--- config.mk ---
export PLATFORM = sky130hd
export DESIGN_NAME = eeprom_wr_slave
export DESIGN_NICKNAME = d
export VERILOG_FILES = /design/src/rtl/eeprom_pkg.sv /design/src/rtl/i2cs_line_watch.sv /design/src/rtl/i2cs_xfer_ctrl.sv /design/src/rtl/i2cs_busy_timer.sv /design/src/rtl/i2cs_byte_array.sv /design/src/rtl/eeprom_wr_slave.sv
export SDC_FILE = /design/constraint.sdc
export NUM_CORES = 2
export LEC_CHECK = 0
export BUFFER_PORTS_ARGS = -buffer_cell sky130_fd_sc_hd__buf_2
export CORE_MARGIN = 1
export CORE_UTILIZATION = 27
export CTS_CLUSTER_DIAMETER = 40
export CTS_CLUSTER_SIZE = 24
export DETAILED_ROUTE_END_ITERATION = 16
export GPL_TIMING_DRIVEN = 0
export PLACE_DENSITY = 0.38
export SYNTH_ARGS = -nofsm -noshare
export SYNTH_HDL_FRONTEND = slang
export SYNTH_SLANG_ARGS = --single-unit
--- constraint.sdc ---
create_clock -name clk -period 4.29 [get_ports clk]
set_input_delay 0.6435 -clock clk [delete_from_list [all_inputs] [get_ports clk]]
set_output_delay 0.6435 -clock clk [all_outputs]
set_load 0.005 [all_outputs]
--- src/rtl/eeprom_pkg.sv ---
package eeprom_pkg;

    localparam logic [3:0] DEV_PREFIX = 4'b1010;

    // byte position within a transfer
    localparam logic [2:0] BYTE_DEV   = 3'd0;
    localparam logic [2:0] BYTE_AHI   = 3'd1;
    localparam logic [2:0] BYTE_ALO   = 3'd2;
    localparam logic [2:0] BYTE_DATA  = 3'd3;
    localparam logic [2:0] BYTE_EXTRA = 3'd4;

    typedef enum logic [2:0] {
        PH_IDLE,
        PH_RX,
        PH_DECIDE,
        PH_ACK,
        PH_SKIP
    } phase_e;

    typedef struct packed {
        logic scl;
        logic sda;
        logic scl_rise;
        logic scl_fall;
        logic start;
        logic stop;
    } bus_ev_t;

    function automatic logic dev_match(input logic [7:0] b, input logic [2:0] strap);
        return (b[7:4] == DEV_PREFIX) && (b[3:1] == strap);
    endfunction

endpackage

--- src/rtl/i2cs_line_watch.sv ---
module i2cs_line_watch
    import eeprom_pkg::*;
#(
    parameter int SYNC_STAGES = 2
) (
    input  logic    clk,
    input  logic    rst,
    input  logic    scl_i,
    input  logic    sda_i,
    output bus_ev_t ev
);
    logic [SYNC_STAGES-1:0] scl_sh, sda_sh;
    logic scl_q, sda_q;
    logic scl_p, sda_p;

    always_ff @(posedge clk) begin
        if (rst) begin
            scl_sh <= '1;
            sda_sh <= '1;
            scl_p  <= 1'b1;
            sda_p  <= 1'b1;
        end else begin
            scl_sh <= {scl_sh[SYNC_STAGES-2:0], scl_i};
            sda_sh <= {sda_sh[SYNC_STAGES-2:0], sda_i};
            scl_p  <= scl_q;
            sda_p  <= sda_q;
        end
    end

    assign scl_q = scl_sh[SYNC_STAGES-1];
    assign sda_q = sda_sh[SYNC_STAGES-1];

    always_comb begin
        ev.scl      = scl_q;
        ev.sda      = sda_q;
        ev.scl_rise = scl_q & ~scl_p;
        ev.scl_fall = ~scl_q & scl_p;
        ev.start    = scl_q & scl_p & sda_p & ~sda_q;
        ev.stop     = scl_q & scl_p & ~sda_p & sda_q;
    end
endmodule

--- src/rtl/i2cs_xfer_ctrl.sv ---
module i2cs_xfer_ctrl
    import eeprom_pkg::*;
#(
    parameter int ADDR_W = 8
) (
    input  logic              clk,
    input  logic              rst,
    input  bus_ev_t           ev,
    input  logic [2:0]        strap_i,
    input  logic              busy_i,
    output logic              sda_oe,
    output logic              commit,
    output logic [ADDR_W-1:0] wr_addr,
    output logic [7:0]        wr_data
);
    phase_e     phase;
    logic [2:0] bitcnt;
    logic [2:0] idx;
    logic [7:0] shreg;
    logic       rd_sel;
    logic       pend;
    logic       ack_ok;

    always_comb begin
        case (idx)
            BYTE_DEV:                      ack_ok = dev_match(shreg, strap_i);
            BYTE_AHI, BYTE_ALO, BYTE_DATA: ack_ok = 1'b1;
            default:                       ack_ok = 1'b0;
        endcase
    end

    always_ff @(posedge clk) begin
        if (rst) begin
            phase   <= PH_IDLE;
            bitcnt  <= '0;
            idx     <= BYTE_DEV;
            shreg   <= '0;
            rd_sel  <= 1'b0;
            pend    <= 1'b0;
            sda_oe  <= 1'b0;
            commit  <= 1'b0;
            wr_addr <= '0;
            wr_data <= '0;
        end else begin
            commit <= 1'b0;
            if (busy_i) begin
                phase  <= PH_IDLE;
                sda_oe <= 1'b0;
                pend   <= 1'b0;
            end else if (ev.stop) begin
                phase  <= PH_IDLE;
                sda_oe <= 1'b0;
                commit <= pend;
                pend   <= 1'b0;
            end else if (ev.start) begin
                phase  <= PH_RX;
                bitcnt <= '0;
                idx    <= BYTE_DEV;
                rd_sel <= 1'b0;
                pend   <= 1'b0;
                sda_oe <= 1'b0;
            end else begin
                case (phase)
                    PH_RX: if (ev.scl_rise) begin
                        shreg  <= {shreg[6:0], ev.sda};
                        bitcnt <= bitcnt + 3'd1;
                        if (bitcnt == 3'd7) phase <= PH_DECIDE;
                    end
                    PH_DECIDE: if (ev.scl_fall) begin
                        if (ack_ok) begin
                            sda_oe <= 1'b1;
                            phase  <= PH_ACK;
                            case (idx)
                                BYTE_DEV:  rd_sel  <= shreg[0];
                                BYTE_DATA: begin
                                    wr_data <= shreg;
                                    pend    <= 1'b1;
                                end
                                default:   wr_addr <= ADDR_W'({wr_addr, shreg});
                            endcase
                        end else begin
                            phase <= PH_SKIP;
                        end
                    end
                    PH_ACK: if (ev.scl_fall) begin
                        sda_oe <= 1'b0;
                        bitcnt <= '0;
                        if (idx != BYTE_EXTRA) idx <= idx + 3'd1;
                        phase  <= rd_sel ? PH_SKIP : PH_RX;
                    end
                    default: ;
                endcase
            end
        end
    end
endmodule

--- src/rtl/i2cs_busy_timer.sv ---
module i2cs_busy_timer #(
    parameter int TWR_CYCLES = 200
) (
    input  logic clk,
    input  logic rst,
    input  logic load,
    output logic busy
);
    localparam int CW = $clog2(TWR_CYCLES + 1);
    logic [CW-1:0] remain;

    always_ff @(posedge clk) begin
        if (rst)              remain <= '0;
        else if (load)        remain <= CW'(TWR_CYCLES);
        else if (remain != 0) remain <= remain - 1'b1;
    end

    assign busy = (remain != '0);
endmodule

--- src/rtl/i2cs_byte_array.sv ---
module i2cs_byte_array #(
    parameter int ADDR_W = 8
) (
    input  logic              clk,
    input  logic              rst,
    input  logic              we,
    input  logic [ADDR_W-1:0] waddr,
    input  logic [7:0]        wdata,
    input  logic [ADDR_W-1:0] raddr,
    output logic [7:0]        rdata
);
    localparam int DEPTH = 1 << ADDR_W;
    logic [7:0] cells [DEPTH];

    always_ff @(posedge clk) begin
        if (rst) begin
            for (int i = 0; i < DEPTH; i++) cells[i] <= '0;
        end else if (we) begin
            cells[waddr] <= wdata;
        end
    end

    assign rdata = cells[raddr];
endmodule

--- src/rtl/eeprom_wr_slave.sv ---
module eeprom_wr_slave
    import eeprom_pkg::*;
#(
    parameter int ADDR_W     = 8,
    parameter int TWR_CYCLES = 200
) (
    input  logic              clk,
    input  logic              rst,
    input  logic              scl_i,
    input  logic              sda_i,
    input  logic [2:0]        strap_i,
    input  logic              wp_i,
    output logic              sda_oe_o,
    output logic              busy_o,
    input  logic [ADDR_W-1:0] rd_addr_i,
    output logic [7:0]        rd_data_o
);
    bus_ev_t           ev;
    logic              commit;
    logic              mem_we;
    logic              scl_s;
    logic [ADDR_W-1:0] wr_addr;
    logic [7:0]        wr_data;

    i2cs_line_watch #(.SYNC_STAGES(2)) u_watch (
        .clk(clk), .rst(rst), .scl_i(scl_i), .sda_i(sda_i), .ev(ev)
    );

    i2cs_xfer_ctrl #(.ADDR_W(ADDR_W)) u_ctrl (
        .clk(clk), .rst(rst), .ev(ev), .strap_i(strap_i), .busy_i(busy_o),
        .sda_oe(sda_oe_o), .commit(commit), .wr_addr(wr_addr), .wr_data(wr_data)
    );

    assign mem_we = commit & ~wp_i;
    assign scl_s  = ev.scl;

    i2cs_busy_timer #(.TWR_CYCLES(TWR_CYCLES)) u_timer (
        .clk(clk), .rst(rst), .load(mem_we), .busy(busy_o)
    );

    i2cs_byte_array #(.ADDR_W(ADDR_W)) u_array (
        .clk(clk), .rst(rst), .we(mem_we), .waddr(wr_addr), .wdata(wr_data),
        .raddr(rd_addr_i), .rdata(rd_data_o)
    );
endmodule

Word-level counts from Yosys, hierarchy flattened
Memory sizes are Yosys's and may differ from the RTL's.
Index checks and enable logic that the tools add are counted.
W data, S select, Z words.
- add/subtract/negate cells: 3
- eq/ne operators: 19
- multiplexer cells: 36
- bitwise logic cells: 17
- reduce and logical (&&, ||, !) cells: 31
- operator list (operator ; number):
    $mux W3 ; 13
    $mux W8 ; 4
    $reduce_and A5 Y1 ; 5
    $reduce_bool A2 Y1 ; 8
    $mux W1 ; 15
    $reduce_and A7 Y1 ; 2
    $eq A3 B2 Y1 const B ; 4
    $ne A3 B3 Y1 const B ; 4
    $not A1 Y1 ; 9
    $pmux W3 S3 ; 1
    $reduce_or A3 Y1 ; 3
    $and A1 B1 Y1 ; 8
    $reduce_and A4 Y1 ; 2
    $reduce_bool A8 Y1 ; 1
    $reduce_or A8 Y1 ; 1
    $sub A8 B1 Y8 const B ; 1
    $add A3 B1 Y3 const B ; 2
    $eq A3 B1 Y1 const B ; 2
    $ne A2 B2 Y1 const B ; 3
    $pmux W3 S2 ; 1
    $reduce_and A6 Y1 ; 1
    $reduce_bool A3 Y1 ; 2
    $eq A4 B4 Y1 const B ; 1
    $ne A2 B1 Y1 const B ; 2
    other kinds (9) ; 11
- register bits: 51
- memory bits (writable): 2048
- output and inout bits: 10
- memories: 1
- memories (memory ; words ; width ; rd ports ; clocked after Yosys merged registers in ; write ports ; line ; source):
    u_array.cells ; 256 ; 8 ; 1 ; 0 ; 256 ; i2cs_byte_array.sv:13 ; logic [7:0] cells [DEPTH];

Longest topological paths before layout
- depth after elaboration: 7
- gate-level depth with buffers: 11
- depth with buffers taken out: 9

Cells and area by module
From an unflattened synthesis, not the netlist that was laid out.
- cells, all modules: 6693
- area, all modules: 97770.0 um^2
- modules (own cells, without submodules) (module ; times used ; cells an instance ; area an instance (um^2)):
    i2cs_byte_array ; 1 ; 6435 ; 95290.1
    i2cs_xfer_ctrl ; 1 ; 193 ; 1811.7
    i2cs_busy_timer ; 1 ; 46 ; 449.2
    i2cs_line_watch ; 1 ; 18 ; 205.2
    eeprom_wr_slave ; 1 ; 1 ; 13.8

Least setup slack after synthesis
Ideal clock, no wire load.
- path type: input-to-output
- from: in rd_addr_i[0]
- to: out rd_data_o[2]
- arrival time: 2.775 ns
- setup slack: 0.871 ns
- cell stages on the path: 9
- path buffers: 3
- cells stage by stage: buf_2 > buf_2 > buf_1 > mux4_2 > a22oi_1 > nand2_1 > a211oi_1 > o211a_1 > nor3_1
- longest elaborated chain between the ends: 1
- RTL lines (element ; line ; source):
    start: declaration ; eeprom_wr_slave.sv:15 ; input logic [ADDR_W-1:0] rd_addr_i,
    $mem_v2 Z256 W8 ; -- ;
    end: declaration ; eeprom_wr_slave.sv:16 ; output logic [7:0] rd_data_o
No other way between the ends.

==> flow_metrics.tcl <==
set metrics [dict create \
    num_io_pins 26 \
    clock-skew-final_ns 0.1051 \
    route.vias.total 71930 \
    min_path_type "input port to register" \
    worstPathBufferInverterCount 1 \
    slew_headroom_pct -6.893 \
    htree_levels 5 \
    ys_seq_elements 2099 \
    reg2reg_slack_ns -0.21 \
    cp_data_arrival_time_ns 5.12 \
    syn_nets 6709 \
    drt-total-wl_mm 552.1 \
    violations "capacitance limit, slew limit, setup timing" \
    initial_utilization_pct 27.22 \
    clkLatencyLatePin_ns 1.03 \
    maxSlewViolCount 46 \
    place.port_buffers 19 \
    cp-end-kind "register" \
    register_area_um2 62520 \
    critPathCapture "u_array.cells[38][4]" \
    cap_viol_max_count 5 \
    die-width_um 602.0 \
    final_core_util_pct 34.56 \
    critical_path_required_ns 4.91 \
    drive_above_1_share_pct 24.52 \
    setup_slack_ns -0.2105 \
    globalRoute.totalOverflow 0 \
    final_antenna_net_count 0 \
    timing.critical_path.cells "clkbuf_1 > nor2b_1 > nand2_1 > nor2_1 > or2_2" \
    remaining_drc_errors 0 \
    placer_s_final_routability_congestion_estimate 0.9916 \
    synthesis.instances 6685 \
    tightest_pin_transition_ns 1.603 \
    rows 219 \
    layout_min_cycle_time_ns 4.500 \
    worst_setup_path_startpoint "u_ctrl.wr_addr[5]" \
    gr-usage-all-layers_pct 29.60 \
    post_drt_via_cell_ratio 5.765 \
    firstDrtPassIters 7 \
    ys_warn_count 0 \
    first_pass_grt_wire_length_mm 701.9 \
    multi_input_area_um2 32750 \
    synthesis.area_per_instance_um2 14.54 \
    run_status "finished with violations" \
    cpPeakStageDelay_ns 0.86 \
    final_hold_viol_count 0 \
    worst_r2r_startpoint "u_ctrl.wr_addr[5]" \
    drt-initial-drc-count 10880 \
    die-height_um 602.0 \
    area.growth.synth_to_final_pct 26.96 \
    clock_sinks 2099 \
    finish.net_count 7295 \
    filler_cell_count 34550 \
    timing.critical_path.from_type "register" \
    count_of_distinct_cell_types_in_the_synthesized_netlist 60 \
    leakage_nw 47.43 \
    clock_tree.root_cell "sky130_fd_sc_hd__clkbuf_16" \
    synth_enable_flop_cells 2048 \
    die_area_um2 362400 \
    sequential_to_total_area_share_from_yosys_stat_pct 64.32 \
    postSynth.asyncResetShare_pct 0 \
    final_total_pwr_w 0.06286 \
    ys.flop_type "sky130_fd_sc_hd__edfxtp_1" \
    total_stage_count_of_the_critical_path 5 \
    category_of_the_most_critical_setup_path "register to register" \
    worst_path_max_fanout 10 \
    grt_setup_unrepaired "true" \
    grt_antenna_before_repair 121 \
    grt_max_degree 17 \
    worst_hold_path.num_cells 3 \
    cts_buffers 426 \
    clk_transition_reported_paths_ns 0.05 \
    critPathSlowestCell "sky130_fd_sc_hd__nor2b_1" \
    power.ir.vdd_worst_uv 355.9 \
    ratio_of_final_minimum_period_to_clock_period_pct 104.9 \
    syn-cell-area_um2 97200 \
    timing.critical_path.max_delay_family "simple AND/OR/NAND/NOR gates" \
    first_global_vias 68490 \
    capturing_point_of_the_worst_reg2reg_path "u_array.cells[38][4]" \
    cts.path.max_buffers 4 \
    power-per-cell-area_nw_per_um2 509.4 \
    core_region_area_um2 357000 \
    r2r_cells 5 \
    cts_tree "built" \
    wl_per_cell_um 44.25 \
    hpwlAfterDp_mm 396.2 \
    clock.fmax_ghz 0.2222 \
    setup_viol 125 \
]
## cell type report
class	count	area share (%)
antenna	84	0.1703
buffer	787	3.897
clock buffer	472	8.916
clock inverter	328	3.048
inverter	11	0.04563
multi-input combinational	3778	26.54
sequential	2099	50.66
tap	4751	4.817
timing repair buffer	168	1.904
## synthesized netlist by cell type (12+ instances only)
cell type | instances | area share (%)
sky130_fd_sc_hd__nor2_1 | 135 | 0.52
sky130_fd_sc_hd__dfxtp_1 | 51 | 1.1
sky130_fd_sc_hd__nand3_1 | 30 | 0.15
sky130_fd_sc_hd__a22oi_1 | 182 | 1.4
sky130_fd_sc_hd__nor3_1 | 45 | 0.23
sky130_fd_sc_hd__mux4_2 | 446 | 10
sky130_fd_sc_hd__buf_4 | 12 | 0.093
sky130_fd_sc_hd__nand2_1 | 40 | 0.15
sky130_fd_sc_hd__buf_2 | 51 | 0.26
sky130_fd_sc_hd__o21ai_0 | 41 | 0.21
sky130_fd_sc_hd__clkbuf_1 | 705 | 2.7
sky130_fd_sc_hd__a21oi_1 | 125 | 0.64
sky130_fd_sc_hd__a21o_1 | 177 | 1.4
sky130_fd_sc_hd__nor4_1 | 28 | 0.18
sky130_fd_sc_hd__mux2i_1 | 145 | 1.5
sky130_fd_sc_hd__nor2b_1 | 15 | 0.097
sky130_fd_sc_hd__edfxtp_1 | 2048 | 63
sky130_fd_sc_hd__and3_1 | 1390 | 8.9
sky130_fd_sc_hd__nand2b_1 | 28 | 0.18
sky130_fd_sc_hd__o22ai_1 | 22 | 0.14
sky130_fd_sc_hd__o221ai_1 | 35 | 0.32
sky130_fd_sc_hd__and2_1 | 669 | 4.3
sky130_fd_sc_hd__nand3b_1 | 12 | 0.093
sky130_fd_sc_hd__buf_1 | 29 | 0.11
sky130_fd_sc_hd__or2_2 | 96 | 0.62
## registers in the layout (all words and copies together) (netlist names)
name / cells
u_ctrl.sda_oe: 1
u_watch.scl_p: 1
u_array.cells: 2048
u_ctrl.rd_sel: 1
u_ctrl.phase: 3
u_ctrl.bitcnt: 3
u_ctrl.commit: 1
u_ctrl.pend: 1
u_watch.sda_sh: 2
u_ctrl.wr_data: 8
u_ctrl.idx: 3
u_watch.scl_sh: 2
u_ctrl.wr_addr: 8
u_watch.sda_p: 1
u_timer.remain: 8
u_ctrl.shreg: 8
## per-layer routing
metal | share of wire, % | global-route usage, % | vias up | wire length (um)
met2 | 43 | 43.07 | 5127 | 234800
met3 | 11 | 8.735 | 1234 | 60390
met5 | 0.067 | 0.3568 | - | 369
li1 | - | - | 27320 | -
met4 | 7.1 | 18.36 | 32 | 39050
met1 | 39 | 38.54 | 38220 | 217500
## what timing repair did
| item | in CTS | in global routing |
|---|---|---|
| resized for setup | 637 | 83 |
| gates cloned | 1 | 0 |
| pin swaps | 24 | 17 |
| hold endpoints to repair | 2 | 0 |
| hold buffers | 2 | 0 |
| buffers inserted | 28 | 21 |
| endpoints found under the setup margin | 1125 | 272 |
## worst reg2reg max path: cells and delay by family (launching register included)
family,cells,cell delay (ns)
simple gates,4,2.75
flops,1,0.53
buf+inv,1,0.85
## power by group
group / switching (W) / internal (W) / total [W]
clock network: 0.0122 / 0.0224 / 0.0346
logic: 0.00293 / 0.00147 / 0.00441
registers: 0.000347 / 0.0235 / 0.0238
## how the worst min path moves through the flow
stage	end	slack [ns]	from
2_1_floorplan	u_watch.scl_sh[1]	0.39	u_watch.scl_sh[0]
3_3_place_gp	u_watch.scl_sh[1]	0.40	u_watch.scl_sh[0]
3_5_place_dp	u_watch.scl_sh[1]	0.40	u_watch.scl_sh[0]
4_1_cts	u_timer.remain[0]	0.09	wp_i
5_1_grt	u_timer.remain[0]	0.18	wp_i
6_report	u_timer.remain[0]	0.15	wp_i
## metrics by stage
step	worst slack [ns]	hold slack, ns	setup TNS (ns)	area, um^2	instances
4_1_cts	-0.1178	0.08734	-0.2172	122600	12370
6_report	-0.2105	0.1477	-12.87	123400	12480
5_1_grt	-0.1376	0.1768	-0.2044	123200	12410
3_5_place_dp	-3.116	0.4030	-1310.51	105300	11550
3_3_place_gp	-5.210	0.4007	-8346.68	103200	11460
2_1_floorplan	0.8710	0.3895	0	97200	6685
## cell usage in the layout, fill, tap and decap left out, types with 19 or more instances in the layout
cell type,netlist,final
sky130_fd_sc_hd__bufinv_16,0,65
sky130_fd_sc_hd__clkbuf_1,705,545
sky130_fd_sc_hd__diode_2,0,84
sky130_fd_sc_hd__buf_2,51,25
sky130_fd_sc_hd__nor2_1,135,107
sky130_fd_sc_hd__nor3_1,45,22
sky130_fd_sc_hd__buf_16,0,44
sky130_fd_sc_hd__mux2i_1,145,140
sky130_fd_sc_hd__clkbuf_16,0,436
sky130_fd_sc_hd__o221ai_1,35,24
sky130_fd_sc_hd__a22oi_1,182,173
sky130_fd_sc_hd__a21o_1,177,176
sky130_fd_sc_hd__nor2_2,0,25
sky130_fd_sc_hd__o22ai_1,22,19
sky130_fd_sc_hd__edfxtp_1,2048,2048
sky130_fd_sc_hd__clkinv_4,0,23
sky130_fd_sc_hd__a21oi_1,125,88
sky130_fd_sc_hd__clkinv_2,0,79
sky130_fd_sc_hd__clkbuf_4,0,52
sky130_fd_sc_hd__nand3_1,30,29
sky130_fd_sc_hd__o21ai_0,41,36
sky130_fd_sc_hd__nand2_1,40,36
sky130_fd_sc_hd__buf_8,0,23
sky130_fd_sc_hd__clkinv_1,0,69
sky130_fd_sc_hd__clkbuf_8,0,24
sky130_fd_sc_hd__or2_2,96,96
sky130_fd_sc_hd__mux4_2,446,446
sky130_fd_sc_hd__dfxtp_1,51,51
sky130_fd_sc_hd__buf_4,12,68
sky130_fd_sc_hd__nor4_4,2,20
sky130_fd_sc_hd__clkbuf_2,0,104
sky130_fd_sc_hd__and3_1,1390,1390
sky130_fd_sc_hd__buf_6,0,32
sky130_fd_sc_hd__clkinvlp_4,0,57
sky130_fd_sc_hd__nand2b_1,28,27
sky130_fd_sc_hd__buf_12,0,68
sky130_fd_sc_hd__a21oi_2,0,37
sky130_fd_sc_hd__and2_1,669,669
sky130_fd_sc_hd__inv_6,0,23
## cells by family after synthesis
group	count (synthesis)	share of synthesized area [%]
flip-flops	2099	64.32
buffers and inverters	808	3.232
multiplexers	594	11.86
AO/OA/AOI/OAI	640	4.568
AND/OR/NAND/NOR	2530	15.86
adder cells (fa/ha/maj)	8	0.1030
XOR/XNOR	6	0.05406
Note: power is estimated with default switching activity, not from simulation.
